<file path="src/rtl/fdiv_pkg.sv">
package fdiv_pkg;
  localparam int EXT_W = 8;
  localparam int HI_W  = 24;
  localparam int LO_W  = 24;

  typedef enum logic {
    OP_SUB = 1'b0,
    OP_ADD = 1'b1
  } fdiv_op_e;
endpackage

</file>
<file path="src/rtl/fdiv_op_sel.sv">
module fdiv_op_sel
  import fdiv_pkg::*;
(
  input  logic     rem_sign,
  input  logic     div_sign,
  output fdiv_op_e op
);
  // Differing signs move the remainder toward zero by adding.
  always_comb begin
    if (rem_sign ^ div_sign) op = OP_ADD;
    else                     op = OP_SUB;
  end
endmodule

</file>
<file path="src/rtl/fdiv_datapath.sv">
module fdiv_datapath
  import fdiv_pkg::*;
#(
  parameter int GUARD_W = EXT_W,
  parameter int UPPER_W = HI_W,
  parameter int LOWER_W = LO_W,
  localparam int TOP_W  = GUARD_W + UPPER_W,
  localparam int TOT_W  = TOP_W + LOWER_W
) (
  input  logic [TOT_W-1:0]   acc_in,
  input  logic               cin,
  input  logic [UPPER_W-1:0] divisor,
  input  fdiv_op_e           op,
  output logic [TOT_W-1:0]   acc_out,
  output logic               cout
);
  logic [TOT_W-1:0] shifted;
  logic [TOP_W-1:0] dv_ext;
  logic [TOP_W-1:0] top_res;

  assign shifted = {acc_in[TOT_W-2:0], cin};

  generate
    if (GUARD_W > 0) begin : g_ext
      assign dv_ext = {{GUARD_W{divisor[UPPER_W-1]}}, divisor};
    end else begin : g_noext
      assign dv_ext = divisor;
    end
  endgenerate

  always_comb begin
    if (op == OP_ADD) top_res = shifted[TOT_W-1:LOWER_W] + dv_ext;
    else              top_res = shifted[TOT_W-1:LOWER_W] - dv_ext;
  end

  assign acc_out = {top_res, shifted[LOWER_W-1:0]};
  assign cout    = ~top_res[TOP_W-1];
endmodule

</file>
<file path="src/rtl/fdiv_flag_gen.sv">
module fdiv_flag_gen #(
  parameter int TOT_W = 56
) (
  input  logic [TOT_W-1:0] acc_in,
  output logic             msb_flip
);
  // After a one-bit left shift the new MSB is the old bit below it.
  assign msb_flip = acc_in[TOT_W-1] ^ acc_in[TOT_W-2];
endmodule

</file>
<file path="src/rtl/fdiv_step.sv">
module fdiv_step
  import fdiv_pkg::*;
#(
  parameter int GUARD_W = EXT_W,
  parameter int UPPER_W = HI_W,
  parameter int LOWER_W = LO_W,
  localparam int TOT_W  = GUARD_W + UPPER_W + LOWER_W
) (
  input  logic               clk,
  input  logic               rst,
  input  logic               load,
  input  logic [TOT_W-1:0]   load_acc,
  input  logic [UPPER_W-1:0] load_div,
  input  logic               load_carry,
  input  logic               step,
  output logic [TOT_W-1:0]   acc_o,
  output logic               carry_o,
  output logic               ovf_o,
  output logic               limit_o
);
  logic [TOT_W-1:0]   acc_q;
  logic [UPPER_W-1:0] div_q;
  logic               carry_q;
  logic               ovf_q;
  logic               lim_q;

  fdiv_op_e           op;
  logic [TOT_W-1:0]   acc_nx;
  logic               carry_nx;
  logic               flip;

  fdiv_op_sel u_sel (
    .rem_sign (acc_q[TOT_W-1]),
    .div_sign (div_q[UPPER_W-1]),
    .op       (op)
  );

  fdiv_datapath #(
    .GUARD_W (GUARD_W),
    .UPPER_W (UPPER_W),
    .LOWER_W (LOWER_W)
  ) u_dp (
    .acc_in  (acc_q),
    .cin     (carry_q),
    .divisor (div_q),
    .op      (op),
    .acc_out (acc_nx),
    .cout    (carry_nx)
  );

  fdiv_flag_gen #(.TOT_W(TOT_W)) u_flag (
    .acc_in   (acc_q),
    .msb_flip (flip)
  );

  always_ff @(posedge clk) begin
    if (rst) begin
      acc_q   <= '0;
      div_q   <= '0;
      carry_q <= 1'b0;
      ovf_q   <= 1'b0;
      lim_q   <= 1'b0;
    end else if (load) begin
      acc_q   <= load_acc;
      div_q   <= load_div;
      carry_q <= load_carry;
      ovf_q   <= 1'b0;
    end else if (step) begin
      acc_q   <= acc_nx;
      carry_q <= carry_nx;
      ovf_q   <= flip;
      lim_q   <= lim_q | flip;
    end
  end

  assign acc_o   = acc_q;
  assign carry_o = carry_q;
  assign ovf_o   = ovf_q;
  assign limit_o = lim_q;

  a_r3_hold: assert property (@(posedge clk) disable iff (rst)
    (!load && !step) |=> ($stable(acc_o) && $stable(carry_o) && $stable(ovf_o) && $stable(limit_o)));

  a_r4_shift_in: assert property (@(posedge clk) disable iff (rst)
    (step && !load) |=> (acc_o[0] == $past(carry_o)) && (acc_o[LOWER_W-1:1] == $past(acc_o[LOWER_W-2:0])));

  a_r6_carry_sign: assert property (@(posedge clk) disable iff (rst)
    (step && !load) |=> (carry_o != acc_o[TOT_W-1]));

  a_r7_ovf: assert property (@(posedge clk) disable iff (rst)
    (step && !load) |=> (ovf_o == ($past(acc_o[TOT_W-1]) ^ $past(acc_o[TOT_W-2]))));

  a_r2_load_wins: assert property (@(posedge clk) disable iff (rst)
    load |=> (acc_o == $past(load_acc)) && (carry_o == $past(load_carry)) && !ovf_o);

  a_r8_sticky: assert property (@(posedge clk) disable iff (rst)
    limit_o |=> limit_o);

  a_r8_ovf_implies_limit: assert property (@(posedge clk) disable iff (rst)
    ovf_o |-> limit_o);
endmodule

</file>
<file path="config.mk">
export PLATFORM = sky130hd
export DESIGN_NAME = fdiv_step
export DESIGN_NICKNAME = d
export VERILOG_FILES = /design/src/rtl/fdiv_pkg.sv /design/src/rtl/fdiv_op_sel.sv /design/src/rtl/fdiv_datapath.sv /design/src/rtl/fdiv_flag_gen.sv /design/src/rtl/fdiv_step.sv
export SDC_FILE = /design/constraint.sdc
export NUM_CORES = 1
export LEC_CHECK = 0
export ABC_AREA = 1
export CORE_AREA = 2 2 100 102
export CTS_CLUSTER_DIAMETER = 200
export DETAILED_ROUTE_END_ITERATION = 16
export DIE_AREA = 0 0 102 104
export DONT_BUFFER_PORTS = 1
export PLACE_DENSITY_LB_ADDON = 0.08
export SYNTH_ARGS = -nofsm -noshare
export SYNTH_HDL_FRONTEND = slang
export SYNTH_SLANG_ARGS = --single-unit
</file>
<file path="constraint.sdc">
create_clock -name clk -period 5.8 [get_ports clk]
set_clock_uncertainty 0.1 [all_clocks]
set_input_delay 1.16 -clock clk [delete_from_list [all_inputs] [get_ports clk]]
set_output_delay 1.16 -clock clk [all_outputs]
set_load 0.01 [all_outputs]
</file>
==> results of run 1 <==
## flip-flops by register name, summed over array words and instances, names as in the netlist
register and count:
acc_o 56, carry_o 1, div_q 24, limit_o 1, ovf_o 1
## cell type report
type                       count  area, um^2  area share [%]
clock inverter                 5        60.1           0.955
inverter                     125         469            7.46
tap                          133         166            2.65
multi-input combinational    691        3760            59.8
clock buffer                  11         141            2.25
timing repair buffer           4        30.0           0.478
sequential                    83        1660            26.4
## path summary, 6_finish.rpt
check / end / from / slack (ns) / cells past startpoint
max: acc_o[43]$_SDFFE_PP0P_ / acc_o[55]$_SDFFE_PP0P_ / 2.14 / 16
min: div_q[15]$_SDFFE_PP0P_ / div_q[15]$_SDFFE_PP0P_ / 0.40 / 2
max reg2reg: acc_o[43]$_SDFFE_PP0P_ / acc_o[55]$_SDFFE_PP0P_ / 2.14 / 16
min reg2reg: div_q[15]$_SDFFE_PP0P_ / div_q[15]$_SDFFE_PP0P_ / 0.40 / 2
## where the power goes
part           total [mW]  switching, mW  internal (mW)
Clock               0.448          0.234          0.214
Sequential          0.691         0.0724          0.619
Combinational       0.856          0.560          0.296
Total                1.99          0.866           1.13
## per-layer routing
layer  routed length, um  track usage [%]  part of all wire [%]  vias up
met5                   0                0                     0        -
met2                7550             50.8                    45      250
li1                    -                -                     -     3000
met3                1400             7.26                   8.4       43
met1                7320             42.3                    44     2695
met4                 402             11.2                   2.4        0
## layout by cell type (no fill, tap or decap), types with 6 or more instances in the layout
cell type  instances
a21oi_1           76
a22oi_1           34
a31oi_1           15
clkbuf_8          10
dfxtp_1           83
ha_1              36
inv_1            114
inv_2              9
nand2_1          262
nand2_2           14
nand3_1           46
nand3b_1           6
nor2_1            69
nor3_1            10
o21ai_0           48
o21bai_1           8
xor2_1            28
## worst register-to-register path: cells and delay by family, from the launching register on
family / cells / cell delay, ns
AOI/OAI and AO/OA: 4 / 0.58
xor gates and xnor gates: 2 / 0.92
adders and majority gates: 1 / 0.33
DFF: 1 / 0.50
buffers and inverters: 3 / 0.49
and+or+nand+nor: 6 / 0.67
## stage by stage
step           setup WS, ns  power (mW)  cell area, um^2  hold WS [ns]  instances
3_5_place_dp           2.20        1.54             6090         0.390       1036
2_1_floorplan          3.01        1.36             6030         0.360        933
6_report               2.14        1.99             6290         0.404       1052
3_3_place_gp           2.23        1.53             6090         0.376       1036
4_1_cts                2.16        1.99             6290         0.402       1052
5_1_grt                1.78        2.14             6290         0.432       1052
## cells by family after synthesis
group | count (synthesis)
AO/OA/AOI/OAI | 191
XOR/XNOR | 32
adder cells (fa/ha/maj) | 37
buffers and inverters | 159
flip-flops | 83
AND/OR/NAND/NOR | 431
==> results_dict.tcl, run 1 <==
set metrics [dict create \
    fmax_ghz 0.274 \
    drtIter0Drc 310 \
    area_delta_synth_final_pct 4.32 \
    fill_cells 900 \
    path_class "register to register" \
    synth_top_area_cell "dfxtp_1" \
    cts_sinks 83 \
    ys.flop_type "dfxtp_1" \
    yosysMostFrequentCell "nand2_1" \
    clk_latency_ns 0.37 \
    overflow 0 \
    utilization_pct 65.9 \
    min_period_over_period_pct 63.0 \
    maxCapViolations 0 \
    synth_common_cells "nand2_1, inv_1, dfxtp_1" \
    cpMostUsedCell "nand2_1" \
    vias_per_cell 5.69 \
    ys_types 42 \
    synth_edf_count 0 \
    synth_fa_ha_area_share_pct 7.80 \
    num_vias 5988 \
    crit_family "XOR/XNOR gates" \
    relSlewSlack_pct 47.4 \
    routedWlPerCell_um 15.8 \
    grt_pass1_vias 5831 \
    power_leakage_nw 3.13 \
    grt_pass1_wl_um 27200 \
    cts_resized 0 \
    synth_nets 1055 \
    cp-start-kind "register" \
    io_buffers 0 \
    synth.avg_cell_area_um2 6.46 \
    totalWireLength_um 16700 \
    grtUsageTotal_pct 32.0 \
    ctsHoldBuffers 0 \
    cts.reportedPaths.clkPinSlew_ns 0.10 \
    path_buf_inv 3 \
    cts_setup_buffers 0 \
    final-setup-viol-count 0 \
    synth-xor-area-share_pct 4.65 \
    antenna_left 0 \
    globalplace.congestion 0.931 \
    status "completed" \
    fp.dieH_um 104 \
    synth_top_family_by_area "simple AND/OR/NAND/NOR gates" \
    cts_root_buf "clkbuf_8" \
    synthSimpleGateAreaFrac_pct 31.1 \
    holdCritPathClass "register to register" \
    synth_area_leaders "dfxtp_1, nand2_1, ha_1" \
    irDropWorstVdd_mv 0.160 \
    max_stage_delay_ns 0.67 \
    die_area_mm2 0.0106 \
    yosysWarningCount 0 \
    finalNetCount 1036 \
    dr.pass1.iters 5 \
    clk_path_buf_depth 2 \
    worst_setup_path_end_kind "register" \
    antenna_found_initial 0 \
    period_minus_slack_ns 3.66 \
    syn_area_mm2 0.00603 \
    die_w_um 102 \
    antenna_cells 0 \
    route.detailed.drc 0 \
    cts_tree "built" \
    muxShareOfSynthArea_pct 0 \
    synth-compound-area-share_pct 18.6 \
    critPathMaxFanout 13 \
    dp_hpwl_um 12700 \
    rsz0062_at_grt "false" \
    syn_inst 933 \
    synth-seq-area-share_pct 27.6 \
    core_area_mm2 0.00955 \
    htreeDepth 3 \
    path_cells "xor2_1, inv_1, o21ai_0, xor2_1, ha_1, nand2_1, inv_1, a21oi_1, nand2_1, nand3_1, nand2_1, nand2_1, inv_1, o21ai_1, nand3_1, a21oi_1" \
    tightest_slew_ns 0.787 \
    finalSetupTns_ns 0 \
    synth_top_area_share_pct 27.6 \
    final-max-slew-violation-count 0 \
    drive_gt1_share_pct 6.96 \
    crit_arrival_ns 3.87 \
    synth-async-reset-ratio_pct 0 \
    powerDensity_mw_per_mm2 317 \
    cts_buffers 9 \
    ios 144 \
    start_util_pct 63.1 \
    finalHoldViolations 0 \
    crit_required_ns 6.01 \
    grt_max_degree 67 \
    row_count 36 \
    crit_slowest_cell "xor2_1" \
    ys_ff_latch 83 \
]
(Power assumes the default switching activity.)
==> inputs of run 2 (changes only) <==
ABC_AREA = 0   (was 1)
CORE_AREA = 2 2 102 104   (was 2 2 100 102)
DIE_AREA = 0 0 104 106   (was 0 0 102 104)
clock period = 3.2 ns   (was 5.8 ns; I/O delays follow)
==> results_dict.tcl, run 2 <==
set metrics [dict create \
    status "complete, but fails checks" \
    violations "negative setup slack" \
    irDropWorstVdd_mv 0.396 \
    ios 144 \
    fill_cells 766 \
    utilization_pct 75.4 \
    antenna_cells 0 \
    antenna_left 0 \
    critPathMaxFanout 5 \
    ys.flop_type "dfxtp_1" \
    clk_latency_ns 0.37 \
    dr.pass1.iters 4 \
    synth.avg_cell_area_um2 8.01 \
    route.detailed.drc 0 \
    post-place-ws_ns -0.654 \
    globalplace.congestion 0.890 \
    largest_reg_flops 56 \
    worstHoldPathCells 1 \
    layout_commonest_cell "buf_4" \
    cts_tree "built" \
    ys_ff_latch 83 \
    finalHoldViolations 0 \
    htreeDepth 3 \
    grt_pass1_wl_um 27000 \
    min_period_over_period_pct 118 \
    crit_family "simple AND/OR/NAND/NOR gates" \
    die_area_mm2 0.0110 \
    final-max-slew-violation-count 0 \
    routedWlPerCell_um 17.6 \
    antenna_found_initial 0 \
    setup_ws_ns -0.569 \
    row_count 37 \
    worst_setup_path_end_kind "register" \
    syn_inst 701 \
    synth-async-reset-ratio_pct 0 \
    rsz0062_at_grt "true" \
    finalNetCount 950 \
    totalWireLength_um 17000 \
    cts_buffers 9 \
    grt_max_degree 136 \
    maxCapViolations 0 \
    cp-start-kind "register" \
    synth_top_area_cell "dfxtp_1" \
    relSlewSlack_pct 51.6 \
    max_stage_delay_ns 0.55 \
    grt_pass1_vias 5539 \
    cpMostUsedCell "buf_4" \
    reg2reg_depth 17 \
    syn_area_mm2 0.00562 \
    fmax_ghz 0.265 \
    synth_nets 823 \
    clk_path_buf_depth 2 \
    holdCritPathClass "primary input to register" \
    ys_types 66 \
    dp_hpwl_um 11900 \
    layout_common_cells "buf_4, nor2_1, dfxtp_1, a21oi_1, mux2i_1" \
    fp.dieH_um 106 \
    io_buffers 0 \
    drtIter0Drc 300 \
    crit_required_ns 3.35 \
    drive_gt1_share_pct 31.4 \
    vias_per_cell 5.74 \
    start_util_pct 56.2 \
    power_leakage_nw 3.43 \
    core_area_mm2 0.0100 \
    path_depth 17 \
    grtUsageTotal_pct 30.3 \
    synth-seq-area-share_pct 29.6 \
    die_w_um 104 \
    synth_common_cells "nor2_1, a21oi_1, dfxtp_1" \
    yosysWarningCount 0 \
    num_vias 5556 \
    crit_slowest_cell "or4_4" \
    tightest_slew_ns 0.724 \
    yosysMostFrequentCell "nor2_1" \
    synth_area_leaders "dfxtp_1, mux2i_1, a21oi_1" \
    path_class "register to register" \
    powerDensity_mw_per_mm2 609 \
    cts_sinks 83 \
    cts.reportedPaths.clkPinSlew_ns 0.08 \
    path_cells "or4_4, nor3_4, nand2b_4, buf_4, nor2_1, nand2_1, a22oi_1, ha_1, buf_4, and4_1, and3_1, nand3_1, nor3_2, a311oi_2, buf_4, nor3_1, or3b_1" \
    synth_edf_count 0 \
    overflow 0 \
    cts_root_buf "clkbuf_8" \
    period_minus_slack_ns 3.77 \
    crit_arrival_ns 3.92 \
    area_delta_synth_final_pct 34.1 \
    synth_top_area_share_pct 29.6 \
    path_buf_inv 3 \
    final-setup-viol-count 21 \
]
[run 2: cell types whose count changed after synthesis, sizes merged, moves of 23 or more]
cell   change
a22oi     -26
inv       -99
mux2i     +55
nand2    -244
nand3     -44
nor2      +45
o21ai     -30
xnor2     +23
[run 2: area by class of cell]
| class | count | area (um^2) | share of cell area, % |
|---|---|---|---|
| multi-input combinational | 553 | 4210 | 55.8 |
| sequential | 83 | 1670 | 22.1 |
| timing repair buffer | 157 | 1220 | 16.2 |
| tap | 136 | 170 | 2.26 |
| clock buffer | 11 | 131 | 1.74 |
| inverter | 24 | 90.1 | 1.20 |
| clock inverter | 4 | 52.6 | 0.697 |
[run 2: where the power goes]
group	total, mW	switching, mW	internal (mW)	leakage [nW]
combinational	2.56	1.24	1.32	2.65
clock	0.759	0.400	0.359	0.0934
sequential	1.27	0.141	1.13	0.688
[run 2: logic make-up (layout without fill, tap and decap cells)]
| family | count (synthesis) | in the layout | synth area share (%) |
|---|---|---|---|
| AO/OA/AOI/OAI | 195 | 195 | 22.2 |
| XOR/XNOR | 50 | 50 | 7.93 |
| adder cells (fa/ha/maj) | 37 | 37 | 8.37 |
| buffers and inverters | 65 | 196 | 4.41 |
| flip-flops | 83 | 83 | 29.6 |
| multiplexers | 57 | 57 | 10.2 |
| AND/OR/NAND/NOR | 214 | 214 | 17.3 |
[run 2: repair_timing]
action,in CTS,in global routing
setup endpoints to repair,23,26
buffers inserted,20,19
endpoints found under the hold margin,0,0
pin swaps,41,40
gates resized for setup,71,33
hold buffers,0,0
[run 2: worst reg2reg max path, cell delays in order (launching register included)]
cell	delay, ns
dfxtp_2	0.32
or4_4	0.55
nor3_4	0.21
nand2b_4	0.09
buf_4	0.15
nor2_1	0.09
nand2_1	0.09
a22oi_1	0.16
ha_1	0.29
buf_4	0.16
and4_1	0.20
and3_1	0.22
nand3_1	0.13
nor3_2	0.06
a311oi_2	0.29
buf_4	0.17
nor3_1	0.04
or3b_1	0.34
[run 2: worst paths after layout]
| check | startpoint | endpoint | slack (ns) |
|---|---|---|---|
| max | div_q[15]$_SDFFE_PP0P_ | acc_o[52]$_SDFFE_PP0P_ | -0.57 |
| min | rst | acc_o[55]$_SDFFE_PP0P_ | 0.23 |
| max reg2reg | div_q[15]$_SDFFE_PP0P_ | acc_o[52]$_SDFFE_PP0P_ | -0.57 |
| min reg2reg | div_q[1]$_SDFFE_PP0P_ | div_q[1]$_SDFFE_PP0P_ | 0.41 |
[run 2: metal layers]
layer | part of all wire, % | vias to the layer above | global-route usage, % | wire length [um]
met5 | 0 | - | 0 | 0
met4 | 2.1 | 0 | 10.0 | 350
met3 | 6.9 | 28 | 7.23 | 1180
met2 | 48 | 187 | 52.3 | 8230
met1 | 43 | 2587 | 37.4 | 7250
li1 | - | 2754 | - | -
[run 2: metrics by stage]
step	TNS (ns)	instance area [um^2]	hold slack, ns	total power, mW	std cells
3_3_place_gp	-8.01	6640	0.389	3.29	922
6_report	-8.07	7540	0.232	4.59	968
4_1_cts	-6.88	7220	0.211	4.36	951
5_1_grt	-12.77	7540	0.204	4.86	968
3_5_place_dp	-9.49	6640	0.412	3.32	922
2_1_floorplan	-2.56	5700	0.375	2.60	701
